<file path="config.mk">
export PLATFORM = sky130hd
export DESIGN_NAME = serial_reg_port
export DESIGN_NICKNAME = d
export VERILOG_FILES = /design/src/rtl/sreg_pkg.sv /design/src/rtl/sreg_holdoff.sv /design/src/rtl/sreg_irq.sv /design/src/rtl/serial_reg_port.sv
export SDC_FILE = /design/constraint.sdc
export NUM_CORES = 1
export LEC_CHECK = 0
export BUFFER_PORTS_ARGS = -buffer_cell sky130_fd_sc_hd__buf_4
export CAP_MARGIN = 20
export CORE_UTILIZATION = 58
export CTS_BUF_LIST = sky130_fd_sc_hd__clkbuf_4
export CTS_CLUSTER_DIAMETER = 120
export DETAILED_ROUTE_END_ITERATION = 8
export HOLD_SLACK_MARGIN = 0.08
export PLACE_DENSITY = 0.88
export SETUP_SLACK_MARGIN = 0.3
export SYNTH_ARGS = -nofsm -noshare
export SYNTH_HDL_FRONTEND = slang
export SYNTH_HIERARCHICAL = 1
export SYNTH_SLANG_ARGS = --single-unit
</file>
<file path="constraint.sdc">
create_clock -name clk -period 2.8 [get_ports clk]
set_input_delay 0.14 -clock clk [delete_from_list [all_inputs] [get_ports clk]]
set_output_delay 0.14 -clock clk [all_outputs]
set_load 0.02 [all_outputs]
</file>
<file path="src/rtl/sreg_pkg.sv">
package sreg_pkg;

    typedef enum logic [2:0] {
        OFS_DATA      = 3'd0,
        OFS_IEN       = 3'd1,
        OFS_ID        = 3'd2,
        OFS_LINECTL   = 3'd3,
        OFS_MODEMCTL  = 3'd4,
        OFS_LINESTAT  = 3'd5,
        OFS_MODEMSTAT = 3'd6,
        OFS_SCRATCH   = 3'd7
    } reg_ofs_e;

    localparam int NSRC       = 2;
    localparam int SRC_RX     = 0;
    localparam int SRC_TX     = 1;
    localparam int LATCH_BIT  = 7;

    localparam logic [7:0] ID_RX    = 8'h04;
    localparam logic [7:0] ID_TX    = 8'h02;
    localparam logic [7:0] ID_NONE  = 8'h01;
    localparam logic [7:0] MC_MATCH = 8'h1A;
    localparam logic [7:0] MC_VALUE = 8'h9A;

    // decoded register events for one access cycle
    typedef struct packed {
        logic rd_data;
        logic wr_data;
        logic wr_ien;
        logic rd_id;
    } reg_evt_t;

    function automatic logic [7:0] id_code(input logic [NSRC-1:0] pend);
        if (pend[SRC_RX])      return ID_RX;
        else if (pend[SRC_TX]) return ID_TX;
        else                   return ID_NONE;
    endfunction

    function automatic logic [7:0] line_status(input logic ready);
        return {1'b0, 1'b1, 1'b1, 4'b0000, ready};
    endfunction

endpackage

</file>
<file path="src/rtl/sreg_holdoff.sv">
module sreg_holdoff #(
    parameter int HOLDOFF = 28
) (
    input  logic clk,
    input  logic rst,
    input  logic arm,
    input  logic cancel,
    output logic fire
);
    localparam int CW = $clog2(HOLDOFF + 1);
    localparam logic [CW-1:0] LOAD = CW'(HOLDOFF);

    logic [CW-1:0] cnt;

    always_ff @(posedge clk) begin
        if (rst)               cnt <= '0;
        else if (arm)          cnt <= LOAD;
        else if (cancel)       cnt <= '0;
        else if (cnt != '0)    cnt <= cnt - 1'b1;
    end

    assign fire = (cnt == CW'(1)) && !arm && !cancel;


    cnt_bound_chk: assert property (@(posedge clk) disable iff (rst)
        cnt <= LOAD);


    restart_chk: assert property (@(posedge clk) disable iff (rst)
        arm |=> (cnt == LOAD));
endmodule

</file>
<file path="src/rtl/sreg_irq.sv">
module sreg_irq
    import sreg_pkg::*;
#(
    parameter int HOLDOFF = 28
) (
    input  logic            clk,
    input  logic            rst,
    input  reg_evt_t        ev,
    input  logic [1:0]      ien_new,
    input  logic [1:0]      ien_cur,
    input  logic            rx_avail,
    output logic [NSRC-1:0] pend,
    output logic            irq
);
    localparam int AW = $clog2(HOLDOFF + 2);
    localparam logic [AW-1:0] AGE_MAX = AW'(HOLDOFF + 1);

    logic            avail_q;
    logic            avail_rise;
    logic [AW-1:0]   tx_age;
    logic            tx_aged;
    logic            tx_now;
    logic [NSRC-1:0] arm, cancel, fire, fire_ok;
    logic            tx_set;
    logic [NSRC-1:0] pend_n;

    assign avail_rise = rx_avail && !avail_q;
    assign tx_aged    = tx_age > AW'(HOLDOFF);
    assign tx_now     = ev.wr_ien && ien_new[1] && tx_aged;

    always_comb begin
        arm[SRC_RX]    = (ev.rd_data && ien_cur[0])
                       || (ev.wr_ien && ien_new[0] && rx_avail)
                       || (avail_rise && ien_cur[0] && !ev.wr_ien);
        cancel[SRC_RX] = ev.wr_ien && !(ien_new[0] && rx_avail);
        arm[SRC_TX]    = (ev.wr_data && ien_cur[1])
                       || (ev.wr_ien && ien_new[1] && !tx_aged);
        cancel[SRC_TX] = ev.wr_ien && (!ien_new[1] || tx_aged);
    end

    for (genvar s = 0; s < NSRC; s++) begin : g_src
        sreg_holdoff #(.HOLDOFF(HOLDOFF)) u_hold (
            .clk    (clk),
            .rst    (rst),
            .arm    (arm[s]),
            .cancel (cancel[s]),
            .fire   (fire[s])
        );
    end

    assign fire_ok[SRC_RX] = fire[SRC_RX] && ien_cur[0] && rx_avail;
    assign fire_ok[SRC_TX] = fire[SRC_TX] && ien_cur[1];
    assign tx_set          = fire_ok[SRC_TX] || tx_now;

    always_comb begin
        pend_n = pend;
        if (fire_ok[SRC_RX]) pend_n[SRC_RX] = 1'b1;
        if (ev.rd_data || cancel[SRC_RX]) pend_n[SRC_RX] = 1'b0;
        if (tx_set) pend_n[SRC_TX] = 1'b1;
        if (ev.wr_data || (ev.wr_ien && !ien_new[1])
            || (ev.rd_id && !pend[SRC_RX]))
            pend_n[SRC_TX] = 1'b0;
    end

    always_ff @(posedge clk) begin
        if (rst) begin
            pend    <= '0;
            avail_q <= 1'b0;
            tx_age  <= AGE_MAX;
        end else begin
            pend    <= pend_n;
            avail_q <= rx_avail;
            if (tx_set)                tx_age <= '0;
            else if (tx_age < AGE_MAX) tx_age <= tx_age + 1'b1;
        end
    end

    assign irq = |pend;


    tx_now_chk: assert property (@(posedge clk) disable iff (rst)
        tx_now |=> pend[SRC_TX]);


    rx_cancel_chk: assert property (@(posedge clk) disable iff (rst)
        (ev.wr_ien && !ien_new[0]) |=> !pend[SRC_RX]);


    tx_cancel_chk: assert property (@(posedge clk) disable iff (rst)
        (ev.wr_ien && !ien_new[1]) |=> !pend[SRC_TX]);


    tx_clear_chk: assert property (@(posedge clk) disable iff (rst)
        ev.wr_data |=> !pend[SRC_TX]);
endmodule

</file>
<file path="src/rtl/serial_reg_port.sv">
module serial_reg_port
    import sreg_pkg::*;
#(
    parameter int HOLDOFF = 28
) (
    input  logic       clk,
    input  logic       rst,
    input  logic       acc_en,
    input  logic       acc_wr,
    input  logic [2:0] acc_ofs,
    input  logic [7:0] acc_wdata,
    output logic [7:0] acc_rdata,
    input  logic       rx_avail,
    input  logic [7:0] rx_data,
    output logic       rx_pop,
    output logic [7:0] tx_data,
    output logic       tx_push,
    output logic       irq
);
    logic [7:0]      ien_q, lcr_q, mcr_q, rdata_q, rd_val;
    logic            latch_sel, is_rd, is_wr;
    reg_ofs_e        ofs;
    reg_evt_t        ev;
    logic [NSRC-1:0] pend;

    assign ofs       = reg_ofs_e'(acc_ofs);
    assign latch_sel = lcr_q[LATCH_BIT];
    assign is_rd     = acc_en && !acc_wr;
    assign is_wr     = acc_en && acc_wr;

    always_comb begin
        ev.rd_data = is_rd && (ofs == OFS_DATA) && !latch_sel;
        ev.wr_data = is_wr && (ofs == OFS_DATA) && !latch_sel;
        ev.wr_ien  = is_wr && (ofs == OFS_IEN)  && !latch_sel;
        ev.rd_id   = is_rd && (ofs == OFS_ID);
    end

    assign rx_pop  = ev.rd_data && rx_avail;
    assign tx_push = ev.wr_data;
    assign tx_data = acc_wdata;

    always_comb begin
        rd_val = 8'h00;
        unique case (ofs)
            OFS_DATA:      rd_val = (!latch_sel && rx_avail) ? rx_data : 8'h00;
            OFS_IEN:       rd_val = latch_sel ? 8'h00 : ien_q;
            OFS_ID:        rd_val = id_code(pend);
            OFS_LINECTL:   rd_val = lcr_q;
            OFS_MODEMCTL:  rd_val = mcr_q;
            OFS_LINESTAT:  rd_val = line_status(rx_avail);
            OFS_MODEMSTAT: rd_val = 8'h00;
            OFS_SCRATCH:   rd_val = 8'h00;
            default:       rd_val = 8'h00;
        endcase
    end

    always_ff @(posedge clk) begin
        if (rst) begin
            ien_q   <= '0;
            lcr_q   <= '0;
            mcr_q   <= '0;
            rdata_q <= '0;
        end else begin
            if (is_rd) rdata_q <= rd_val;
            if (ev.wr_ien) ien_q <= acc_wdata;
            if (is_wr && ofs == OFS_LINECTL) lcr_q <= acc_wdata;
            if (is_wr && ofs == OFS_MODEMCTL && acc_wdata == MC_MATCH)
                mcr_q <= MC_VALUE;
        end
    end

    assign acc_rdata = rdata_q;

    sreg_irq #(.HOLDOFF(HOLDOFF)) u_irq (
        .clk      (clk),
        .rst      (rst),
        .ev       (ev),
        .ien_new  (acc_wdata[1:0]),
        .ien_cur  (ien_q[1:0]),
        .rx_avail (rx_avail),
        .pend     (pend),
        .irq      (irq)
    );


    id_rx_first_chk: assert property (@(posedge clk) disable iff (rst)
        (ev.rd_id && pend[SRC_RX]) |=> (acc_rdata == ID_RX));


    id_keeps_tx_chk: assert property (@(posedge clk) disable iff (rst)
        (ev.rd_id && pend[SRC_RX] && pend[SRC_TX] && !ev.wr_ien) |=> pend[SRC_TX]);


    latch_zero_chk: assert property (@(posedge clk) disable iff (rst)
        (is_rd && latch_sel && acc_ofs <= 3'd1) |=> (acc_rdata == 8'h00));


    line_stat_chk: assert property (@(posedge clk) disable iff (rst)
        (is_rd && ofs == OFS_LINESTAT) |=> (acc_rdata[6:5] == 2'b11));


    pop_needs_data_chk: assert property (@(posedge clk) disable iff (rst)
        rx_pop |-> (rx_avail && !latch_sel));
endmodule

</file>
==> summary.md, run 1 <==
| Metric | Value |
|---|---|
| Tot GR Track Use | `0.290` |
| Clk_skew | `approximately 0.013 ns` |
| Post-Route Utilization | `0.730` |
| Number of synthesis warnings | `6` |
| Fin. Hold Viols | `0` |
| Peak Freq | `421 MHz` |
| DRT Wirelength | `around 6000 um` |
| # port buffers | `42` |
| Primary FF master, synth | `dfxtp_1` |
| Post-synth EDFFs | `0` |
| Dpl cells | `362` |
| HPWL after DPL | `3960 um` |
| Min cycle time layout | `between 2 and 2.5 ns` |
| DR vias | `2346` |
| Async S/R FF share, synth | `0` |
| CP Max Fanout | `10` |
| Grt total ovfl | `0` |
| Initial antenna violation count | `0` |
| Worst vdd ir | `0.626 mV` |
| Max clock buf depth | `2` |
| Post-DRT Antenna Nets | `0` |
| Worst-Margin Slew | `roughly 0.62 ns` |
| Root Buffer | `clkbuf_4` |
| Largest net degree at the start of global routing | `37` |
| Most frequent CP cell | `nand2_1` |
| Worst setup margin | `0.424 ns` |
| Normalized max-slew margin | `0.584` |
| Outcome | `completed` |
| Sw Pwr | `just over 0.0006 W` |
| Met3 routed WL | `between 300 and 400 um` |
| Synthesized instance count | `292` |
| Die extent in x | `67.2 um` |
| Die ar. | `4520 sq um` |
| Delay of the slowest critical-path stage | `0.61 ns` |
| Max-cap violations | `0` |
| CP Launch Type | `flop` |
| DRT Pass-1 Iters | `5` |
| Clk_lat worst skew | `~0.37 ns` |
| ANT cells | `0` |
| Crit path kind | `reg -> reg` |
| Register share of total power | `0.437` |
| Gp weighted congestion | `0.893` |
| Setup TNS | `0 ns` |
| Metal-1 WL | `around 2600 um` |
| Pre-CTS setup slack | `around 0.32 ns` |
| Vias in the first global route | `2117` |
| # nets final | `365` |
| Wire length per cell | `approximately 16 um` |
| Layout Cells excl Fill | `approximately 380` |
| Post-Syn Area | `2470 sq um` |
| DRC | `0` |
| Worst hold path type | `in -> reg` |
| Leak pwr | `1.19 nW` |
| DR vias/cell | `slightly above 6` |
| Worst Path Required | `about 3.1 ns` |
| Count of cell types in the netlist | `54` |
| First-pass GRT wire length | `a little under 10000 um` |
| Critical Path AT | `2.66 ns` |
| Initial Util | `0.612` |
| Net Count, Synth | `approximately 320` |
| Clock network fraction of total power | `0.225` |
| Met2 Wirelength | `3010 um` |
| Max Used Layer | `met4` |
| Clock Sinks | `43` |
| Die H | `roughly 67 um` |
| I/O pins | `43` |
| Core area | `between 4000 and 5000 sq um` |
| Postcts setup bufs | `0` |
| Pwr dens | `611 nW/um^2` |
| CTS Buf Count | `5` |
| Combinational share of power | `0.338` |
| Synth Area per Inst | `roughly 8.4 sq um` |
| P&R area growth vs syn | `19.3%` |
| CTS tree | `yes` |
| FF+latch count, synth | `43` |
| Clk slew on worst S/H paths | `0.14 ns` |
| Switching Fraction | `0.344` |
| Layout cells sized above 1 | `0.204` |
| Int Power | `0.00118 W` |
| Sequential share of the synthesized area | `0.349` |
| Core Rows | `23` |
| Max Transition Viols Final | `0` |
| Unrepaired setup endpoints after global routing | `false` |
| Crit. End Element | `flop` |
| Final period util | `0.849` |
| DRT iter0 DRCs | `between 200 and 250` |
| CTS H-tree depth | `2` |
| Final setup violation count | `0` |
| CP max stage cell | `or4b_1` |
| Cell Chain, Critical Path | `or4b_1 -> nor2_4 -> a21boi_0 -> nor2_1 -> nand2_1 -> nor4_1 -> nand2_1 -> o21ai_4 -> o31ai_1` |
[cell families (layout without fill, tap and decap cells)]
logic type	after synthesis	after routing	share of synthesized area
compound gates	80	80	0.206
xor+xnor	6	6	0.0213
fa+ha+maj	8	8	0.0406
buf+inv	42	84	0.0903
flops	43	43	0.349
mux	5	5	0.0208
simple gates	108	108	0.272
[state kept, by name (all words and copies together), names as in the netlist]
signal	flops
u_irq/g_src.u_hold/cnt	10
acc_rdata	8
ien_q	8
lcr_q	8
u_irq/tx_age	5
u_irq/pend	2
mcr_q	1
u_irq/avail_q	1
[cell usage in the layout, fill, tap and decap left out, drive strengths merged, types with 6 or more instances in the layout]
master / synthesis / final
a21oi: 20 / 20
a311oi: 6 / 6
a31oi: 7 / 7
and2: 7 / 7
buf: 19 / 46
dfxtp: 43 / 43
dlygate4sd3: 0 / 14
ha: 8 / 8
inv: 16 / 16
nand2: 12 / 12
nand3: 28 / 28
nor2: 19 / 19
nor3b: 9 / 9
o21ai: 30 / 30
[final cells by class]
type,instances,area [sq um]
timing repair buffer,60,485
multi-input combinational,207,1390
fill,298,1090
sequential,43,862
clock inverter,3,43.8
inverter,16,60.1
tap,50,62.6
clock buffer,5,37.5
[critical path, delay by kind of cell (launching register included)]
kind | cells | cell delay, ns
simple gates | 6 | 1.16
compound gates | 3 | 0.72
flops | 1 | 0.41
[worst paths after layout]
check / startpoint / endpoint / slack [ns] / cells past startpoint
worst max-delay path: lcr_q[7] / u_irq/tx_age[2] / 0.42 / 9
worst min-delay path: rx_data[0] / acc_rdata[0] / 0.09 / 3
worst max register to register: lcr_q[7] / u_irq/tx_age[2] / 0.42 / 9
worst min register to register: lcr_q[3] / lcr_q[3] / 0.49 / 2
[routing by layer]
| metal | vias to the layer above | global-route usage |
|---|---|---|
| li1 | 1132 | - |
| met1 | 1114 | 0.369 |
| met2 | 89 | 0.481 |
| met3 | 11 | 0.0574 |
| met4 | 0 | 0.104 |
| met5 | - | 0 |
[cells in the mapped netlist, types with 2 or more instances]
| cell type | n | area (sq um) |
|---|---|---|
| buf_4 | 12 | 90.1 |
| o21ai_1 | 9 | 45.0 |
| nor2_1 | 19 | 71.3 |
| a32oi_1 | 2 | 17.5 |
| and2_1 | 6 | 37.5 |
| a211oi_2 | 2 | 25.0 |
| buf_2 | 4 | 20.0 |
| nor4_1 | 3 | 18.8 |
| nor2b_1 | 5 | 31.3 |
| xnor2_1 | 4 | 35.0 |
| mux2i_1 | 4 | 40.0 |
| nor3b_1 | 8 | 60.1 |
| or4b_1 | 3 | 30.0 |
| a311oi_1 | 6 | 52.6 |
| nand2_1 | 12 | 45.0 |
| dfxtp_1 | 43 | 861 |
| nand4_1 | 2 | 12.5 |
| o21ai_0 | 20 | 100 |
| o21bai_1 | 2 | 15.0 |
| buf_6 | 2 | 22.5 |
| a211oi_1 | 2 | 15.0 |
| a31oi_1 | 7 | 43.8 |
| a21boi_0 | 2 | 15.0 |
| ha_1 | 8 | 100 |
| a21oi_1 | 20 | 100 |
| xor2_1 | 2 | 17.5 |
| and3b_1 | 2 | 17.5 |
| and4b_1 | 2 | 20.0 |
| nor3_1 | 3 | 15.0 |
| inv_1 | 16 | 60.1 |
| o31ai_1 | 3 | 22.5 |
| clkbuf_1 | 7 | 26.3 |
| nor4b_1 | 2 | 17.5 |
| nand3_1 | 28 | 140 |
[power groups by stage]
stage	sequential, W	combinational, W	clock (W)
finish	0.000786	0.000608	0.000404
global route	0.000801	0.000676	0.000430
CTS	0.000784	0.000604	0.000405
detailed placement	0.000798	0.000581	0
global placement	0.000796	0.000570	0
floorplan	0.000784	0.000479	0
[through the flow]
stage	power (W)	hold WS, ns	instance area (sq um)
after floorplan	0.00126	0.212	2470
after global placement	0.00137	0.426	2710
after detailed placement	0.00138	0.433	2710
after CTS	0.00179	0.0874	2940
after global routing	0.00191	0.0907	2940
final	0.00180	0.0859	2940
[repair_timing]
item / CTS / global route
resized for setup: 1 / 2
setup endpoints to repair: 4 / 6
hold endpoints to repair: 20 / 0
hold buffers: 14 / 0
No activity file was read; power rests on OpenSTA's default activity.
==> run 2, diff against run 1 <==
Clock period 2.8 ns to 2.3 ns, I/O delays scaled along.
==> summary.md, run 2 (same netlist as run 1, synthesis figures left out) <==
| Metric | Value |
|---|---|
| Outcome | `completed` |
| CP max stage cell | `or4b_4` |
| CTS H-tree depth | `2 (unchanged)` |
| Clk_lat worst skew | `0.38 ns (about the same)` |
| Pwr dens | `699 nW/um^2 (+14%)` |
| Register area | `865 sq um (+0.29%)` |
| Max Transition Viols Final | `0 (unchanged)` |
| Cell Chain, Critical Path | `or4b_4 -> nor2_4 -> buf_4 -> buf_6 -> a21boi_4 -> nor2_2 -> nand2_1 -> nor4_2 -> nand2_1 -> o21ai_4 -> a211oi_1` |
| Critical Path AT | `2.40 ns (-0.26 ns)` |
| Hold Path Stages | `3 (unchanged)` |
| Max Used Layer | `met4` |
| Max clock buf depth | `2 (unchanged)` |
| Gp weighted congestion | `0.887 (-0.65%)` |
| Initial Util | `0.612 (unchanged)` |
| DRT iter0 DRCs | `205 (-16%)` |
| Fillers | `274 (-8.1%)` |
| Multi-input logic area | `1430 sq um (+3.1%)` |
| Worst Path Required | `2.58 ns (-0.51 ns)` |
| Delay of the slowest critical-path stage | `0.55 ns (-0.06 ns)` |
| Worst r2r path cells | `11 (+2)` |
| Die H | `67.2 um (unchanged)` |
| Reg2Reg Launch Point | `lcr_q[7]` |
| Worst hold path type | `in -> reg` |
| Metal-1 WL | `2750 um (+6.0%)` |
| Layout cells sized above 1 | `0.269 (+0.0657)` |
| DRT Wirelength | `6540 um (+8.1%)` |
| DRC | `0 (unchanged)` |
| I/O pins | `43 (unchanged)` |
| Met2 Wirelength | `3150 um (+4.6%)` |
| Largest net degree at the start of global routing | `37 (unchanged)` |
| # nets final | `380 (+4.1%)` |
| Sink of the worst hold path | `acc_rdata[1]` |
| FF-to-FF setup slack | `0.18 ns (-0.24 ns)` |
| CTS Buf Count | `5 (unchanged)` |
| CP Launch Type | `flop` |
| DR vias/cell | `6.05 (-1.0%)` |
| Die ar. | `4520 sq um (unchanged)` |
| Met3 routed WL | `496 um (+37%)` |
| Normalized max-slew margin | `0.721 (+0.137)` |
| Most frequent CP cell | `nand2_1` |
| HPWL after DPL | `4090 um (+3.5%)` |
| Crit path kind | `reg -> reg` |
| Setup TNS | `0 ns (unchanged)` |
| Min cycle time layout | `2.12 ns (-0.258 ns)` |
| ANT cells | `0 (unchanged)` |
| Vias in the first global route | `2139 (+1.0%)` |
| Max reg flops | `10 (unchanged)` |
| Most common cell after layout, fill and taps aside | `buf_4` |
| Final period util | `0.921 (+0.0723)` |
| Leak pwr | `1.26 nW (+5.8%)` |
| Core Rows | `23 (unchanged)` |
| Largest Register | `u_irq/g_src.u_hold/cnt` |
| Core area | `4030 sq um (unchanged)` |
| DRT Pass-1 Iters | `5 (unchanged)` |
| Die extent in x | `67.2 um (unchanged)` |
| Most used cells in the layout excluding fill and tap cells | `buf_4, dfxtp_1, nand3_1` |
| Root Buffer | `clkbuf_4` |
| Max-cap violations | `0 (unchanged)` |
| CP Max Fanout | `6 (-4)` |
| Hold WS | `0.0830 ns (-0.00293 ns)` |
| CTS tree | `yes` |
| Peak Freq | `472 MHz (+12%)` |
| Clock Sinks | `43 (unchanged)` |
| Wire length per cell | `16.4 um (+4.0%)` |
| Final setup violation count | `0 (unchanged)` |
| Crit. End Element | `flop` |
| Worst-Margin Slew | `0.418 ns (-0.204 ns)` |
| Tot GR Track Use | `0.310 (+0.0205)` |
| Clk slew on worst S/H paths | `0.14 ns (about the same)` |
| Post-DRT Antenna Nets | `0 (unchanged)` |
| Worst vdd ir | `0.709 mV (+13%)` |
| Hold Path Origin | `rx_data[1]` |
| Grt total ovfl | `0 (unchanged)` |
| Bufs and invs on worst path | `2 (+2)` |
| Unrepaired setup endpoints after global routing | `true` |
| DR vias | `2413 (+2.9%)` |
| Fin. Hold Viols | `0 (unchanged)` |
| # port buffers | `42 (unchanged)` |
| Clk_skew | `0.0114 ns (-0.00133 ns)` |
| Delay-heaviest family, CP | `simple AND/OR/NAND/NOR gates` |
| First-pass GRT wire length | `10400 um (+5.2%)` |
| Initial antenna violation count | `0 (unchanged)` |
| P&R area growth vs syn | `25.1%` |
| Reg2reg end | `u_irq/tx_age[1]` |
==> run 2: worst max-delay path by stage <==
stage / startpoint / end / cells after the start
after floorplan: lcr_q[7] / u_irq/pend[0] / 12
after global placement: lcr_q[7] / u_irq/pend[0] / 10
after detailed placement: lcr_q[7] / u_irq/pend[0] / 10
after CTS: lcr_q[7] / u_irq/pend[0] / 10
after global routing: lcr_q[7] / u_irq/pend[0] / 10
final: lcr_q[7] / u_irq/tx_age[1] / 11
==> run 2: layout make-up <==
cell class,count,share of cell area
timing repair buffer,75,0.196
sequential,43,0.280
clock inverter,3,0.00770
clock buffer,5,0.0122
multi-input combinational,207,0.465
tap,50,0.0203
inverter,16,0.0195
==> run 2: tightest hold or removal path, stage by stage <==
cell and delay, ns:
buf_4 0.08, a32oi_1 0.08, a31oi_1 0.15
==> run 2: what timing repair did <==
action	4_1_cts	5_1_grt
setup buffers	8	1
setup endpoints to repair	6	8
hold buffers	15	0
pin swaps	7	3
endpoints found under the hold margin	24	0
resized for setup	9	6
==> run 2: routing by layer <==
layer,GRT usage,vias to the layer above
met2,0.481,90
met4,0.101,0
met1,0.412,1144
met3,0.0878,16
li1,-,1163
met5,0,-
==> run 2: power by group <==
part           leakage, nW  total, W  switching, W  internal [W]
registers            0.351  0.000970      0.000120      0.000850
clock network       0.0278  0.000402      0.000279      0.000123
logic                0.881  0.000786      0.000405      0.000381
total                 1.26   0.00216      0.000804       0.00135
==> run 2: stage by stage <==
stage	cells	power, W	setup slack [ns]	utilization	cell area (sq um)
floorplan	292	0.00154	0.187	-	2490
global placement	367	0.00167	0.311	0.686	2760
detailed placement	367	0.00169	0.181	0.686	2760
CTS	398	0.00213	0.276	0.761	3060
global route	399	0.00231	0.0566	0.766	3090
finish	399	0.00216	0.182	0.766	3090
==> run 3, diff against run 2 <==
Settings changed: CORE_UTILIZATION 58 to 52, PLACE_DENSITY 0.88 to 0.84.
Clock period 2.3 ns to 1.9 ns, I/O delays scaled along.
==> summary.md, run 3 (same netlist as run 1, synthesis figures left out) <==
| Metric | Value |
|---|---|
| Outcome | `finished, violations left` |
| Failing checks | `negative setup slack` |
| Unrepaired setup endpoints after global routing | `true` |
| DRT Pass-1 Iters | `7 (+2)` |
| Most common cell after layout, fill and taps aside | `buf_4` |
| DP Area | `2860 sq um (+3.5%)` |
| CP Launch Type | `flop` |
| Pwr dens | `779 nW/um^2 (+11%)` |
| Max Transition Viols Final | `0 (unchanged)` |
| Worst hold path type | `in -> reg` |
| Grt total ovfl | `0 (unchanged)` |
| Gp weighted congestion | `0.881 (-0.70%)` |
| Max reg flops | `10 (unchanged)` |
| Post-DRT Antenna Nets | `0 (unchanged)` |
| Normalized max-slew margin | `0.738 (+0.0169)` |
| Clock network fraction of total power | `0.165 (-0.021)` |
| Delay-heaviest family, CP | `simple AND/OR/NAND/NOR gates` |
| DR vias/cell | `6.08 (+0.52%)` |
| Die ar. | `5020 sq um (+11%)` |
| First-pass GRT wire length | `10500 um (+0.72%)` |
| Register share of total power | `0.456 (+0.006)` |
| DRT Wirelength | `7100 um (+8.5%)` |
| Largest net degree at the start of global routing | `37 (unchanged)` |
| # nets final | `399 (+5.0%)` |
| Pre-CTS setup slack | `-0.206 ns (-0.387 ns)` |
| DRC | `0 (unchanged)` |
| Initial Util | `0.555 (-0.0572)` |
| Fin. Hold Viols | `0 (unchanged)` |
| Core area | `4440 sq um (+10%)` |
| Most frequent CP cell | `nand2_1` |
| ANT cells | `0 (unchanged)` |
| Crit path kind | `reg -> reg` |
| CTS Buf Count | `5 (unchanged)` |
| I/O pins | `43 (unchanged)` |
| Clock Sinks | `43 (unchanged)` |
| DRT iter0 DRCs | `332 (+62%)` |
| Delay of the slowest critical-path stage | `0.51 ns (-0.04 ns)` |
| Post-Layout Inst Area | `3270 sq um (+6.0%)` |
| Initial antenna violation count | `0 (unchanged)` |
| Leak pwr | `1.37 nW (+8.4%)` |
| Tot GR Track Use | `0.265 (-0.0451)` |
| Layout cells sized above 1 | `0.301 (+0.0312)` |
| Worst setup margin | `-0.242 ns (-0.424 ns)` |
| Switching Fraction | `0.351 (-0.0213)` |
| Clk slew on worst S/H paths | `0.12 ns (-0.02 ns)` |
| Int Power | `0.00165 W (+22%)` |
| Cell Chain, Critical Path | `or4b_4 -> nor2_4 -> buf_4 -> buf_6 -> a32o_2 -> nor2_2 -> nand2_1 -> nor4_2 -> nand2_1 -> o21ai_4 -> o221a_1` |
| Die H | `70.9 um (+5.4%)` |
| Total Power | `0.00255 W (+18%)` |
| CP max stage cell | `or4b_4` |
| Sw Pwr | `0.000895 W (+11%)` |
| Largest Register | `u_irq/g_src.u_hold/cnt` |
| Clk_lat worst skew | `0.35 ns (-0.03 ns)` |
| CTS H-tree depth | `2 (unchanged)` |
| Vias in the first global route | `2326 (+8.7%)` |
| Final setup violation count | `7 (+7)` |
| HPWL after DPL | `4210 um (+2.9%)` |
| Max-cap violations | `0 (unchanged)` |
| P&R area growth vs syn | `32.6%` |
| Worst-Margin Slew | `0.388 ns (-0.0298 ns)` |
| CTS tree | `yes` |
| Clk_skew | `0.0101 ns (-0.00126 ns)` |
| Bufs and invs on worst path | `2 (unchanged)` |
| Worst Path Required | `2.16 ns (-0.42 ns)` |
| Core Rows | `24 (+4.3%)` |
| Combinational share of power | `0.379 (+0.015)` |
| Wire length per cell | `17.0 um (+3.5%)` |
| Most used cells in the layout excluding fill and tap cells | `buf_4, dfxtp_1, nand3_1` |
| # port buffers | `42 (unchanged)` |
| Final period util | `1.13 (+0.207)` |
| Root Buffer | `clkbuf_4` |
| Fillers | `314 (+15%)` |
| Crit. End Element | `flop` |
| Peak Freq | `467 MHz (-1.1%)` |
| Min cycle time layout | `2.14 ns (+0.0242 ns)` |
| Worst vdd ir | `0.741 mV (+4.6%)` |
| Hold WS | `0.139 ns (+0.0562 ns)` |
| DR vias | `2541 (+5.3%)` |
| Critical Path AT | `2.40 ns (about the same)` |
| Max clock buf depth | `2 (unchanged)` |
| Die extent in x | `70.9 um (+5.4%)` |
| CP Max Fanout | `6 (unchanged)` |
==> run 3: changes by cell type in the layout (fill, tap and decap cells not counted), sizes merged <==
| cell | previous run | this run |
|---|---|---|
| buf | 60 | 77 |
| clkbuf | 5 | 6 |
| clkinvlp | 2 | 0 |
| dlygate4sd3 | 15 | 17 |
| inv | 17 | 16 |
==> run 3: layout make-up <==
cell class | count | area [sq um] | share of cell area
clock buffers | 6 | 45.0 | 0.0138
inverters | 16 | 60.1 | 0.0184
multi-input cells | 207 | 1450 | 0.444
flip-flops and latches | 43 | 862 | 0.263
well taps | 52 | 65.1 | 0.0199
repair buffers | 94 | 786 | 0.240
==> run 3: power groups by stage <==
| stage | combinational [W] | clock, W | sequential, W |
|---|---|---|---|
| after floorplan | 0.000716 | 0 | 0.00116 |
| after CTS | 0.000934 | 0.000430 | 0.00116 |
| after detailed placement | 0.000890 | 0 | 0.00117 |
| after global placement | 0.000870 | 0 | 0.00117 |
| after global routing | 0.00107 | 0.000455 | 0.00119 |
| final | 0.000965 | 0.000420 | 0.00116 |
==> run 3: worst reg2reg max path: cells and delay by family, from the launching register on <==
family                 cells  cell delay, ns
and+or+nand+nor            6            0.96
DFF                        1            0.33
buffers and inverters      2            0.23
AOI/OAI and AO/OA          3            0.55
==> run 3: per-layer routing <==
| layer | up-vias | share of wire | GRT usage |
|---|---|---|---|
| li1 | 1197 | - | - |
| met5 | - | 0 | 0 |
| met3 | 28 | 0.065 | 0.0570 |
| met2 | 136 | 0.47 | 0.424 |
| met1 | 1180 | 0.42 | 0.338 |
| met4 | 0 | 0.043 | 0.133 |
==> run 3: metrics by stage <==
stage,std cells,util,TNS (ns)
after floorplan,292,-,-0.649
after global placement,381,0.643,-0.171
after detailed placement,381,0.643,-0.492
after CTS,408,0.702,-0.243
after global routing,418,0.736,-1.60
final,418,0.736,-1.21
==> run 3: path summary, 6_finish.rpt <==
| path | slack, ns | endpoint | cells past startpoint | from |
|---|---|---|---|---|
| hold / removal | 0.14 | u_irq/g_src[0].u_hold/cnt[2] | 2 | rst |
| setup / recovery | -0.24 | u_irq/pend[1] | 11 | lcr_q[7] |
| setup reg to reg | -0.24 | u_irq/pend[1] | 11 | lcr_q[7] |
| hold reg to reg | 0.48 | lcr_q[1] | 2 | lcr_q[1] |
==> run 3: timing repair <==
action	4_1_cts	5_1_grt
cloned	0	0
pin swaps	6	14
gates resized for setup	3	20
hold buffers	17	0
setup buffers	4	10
setup endpoints to repair	19	19
hold endpoints to repair	26	0
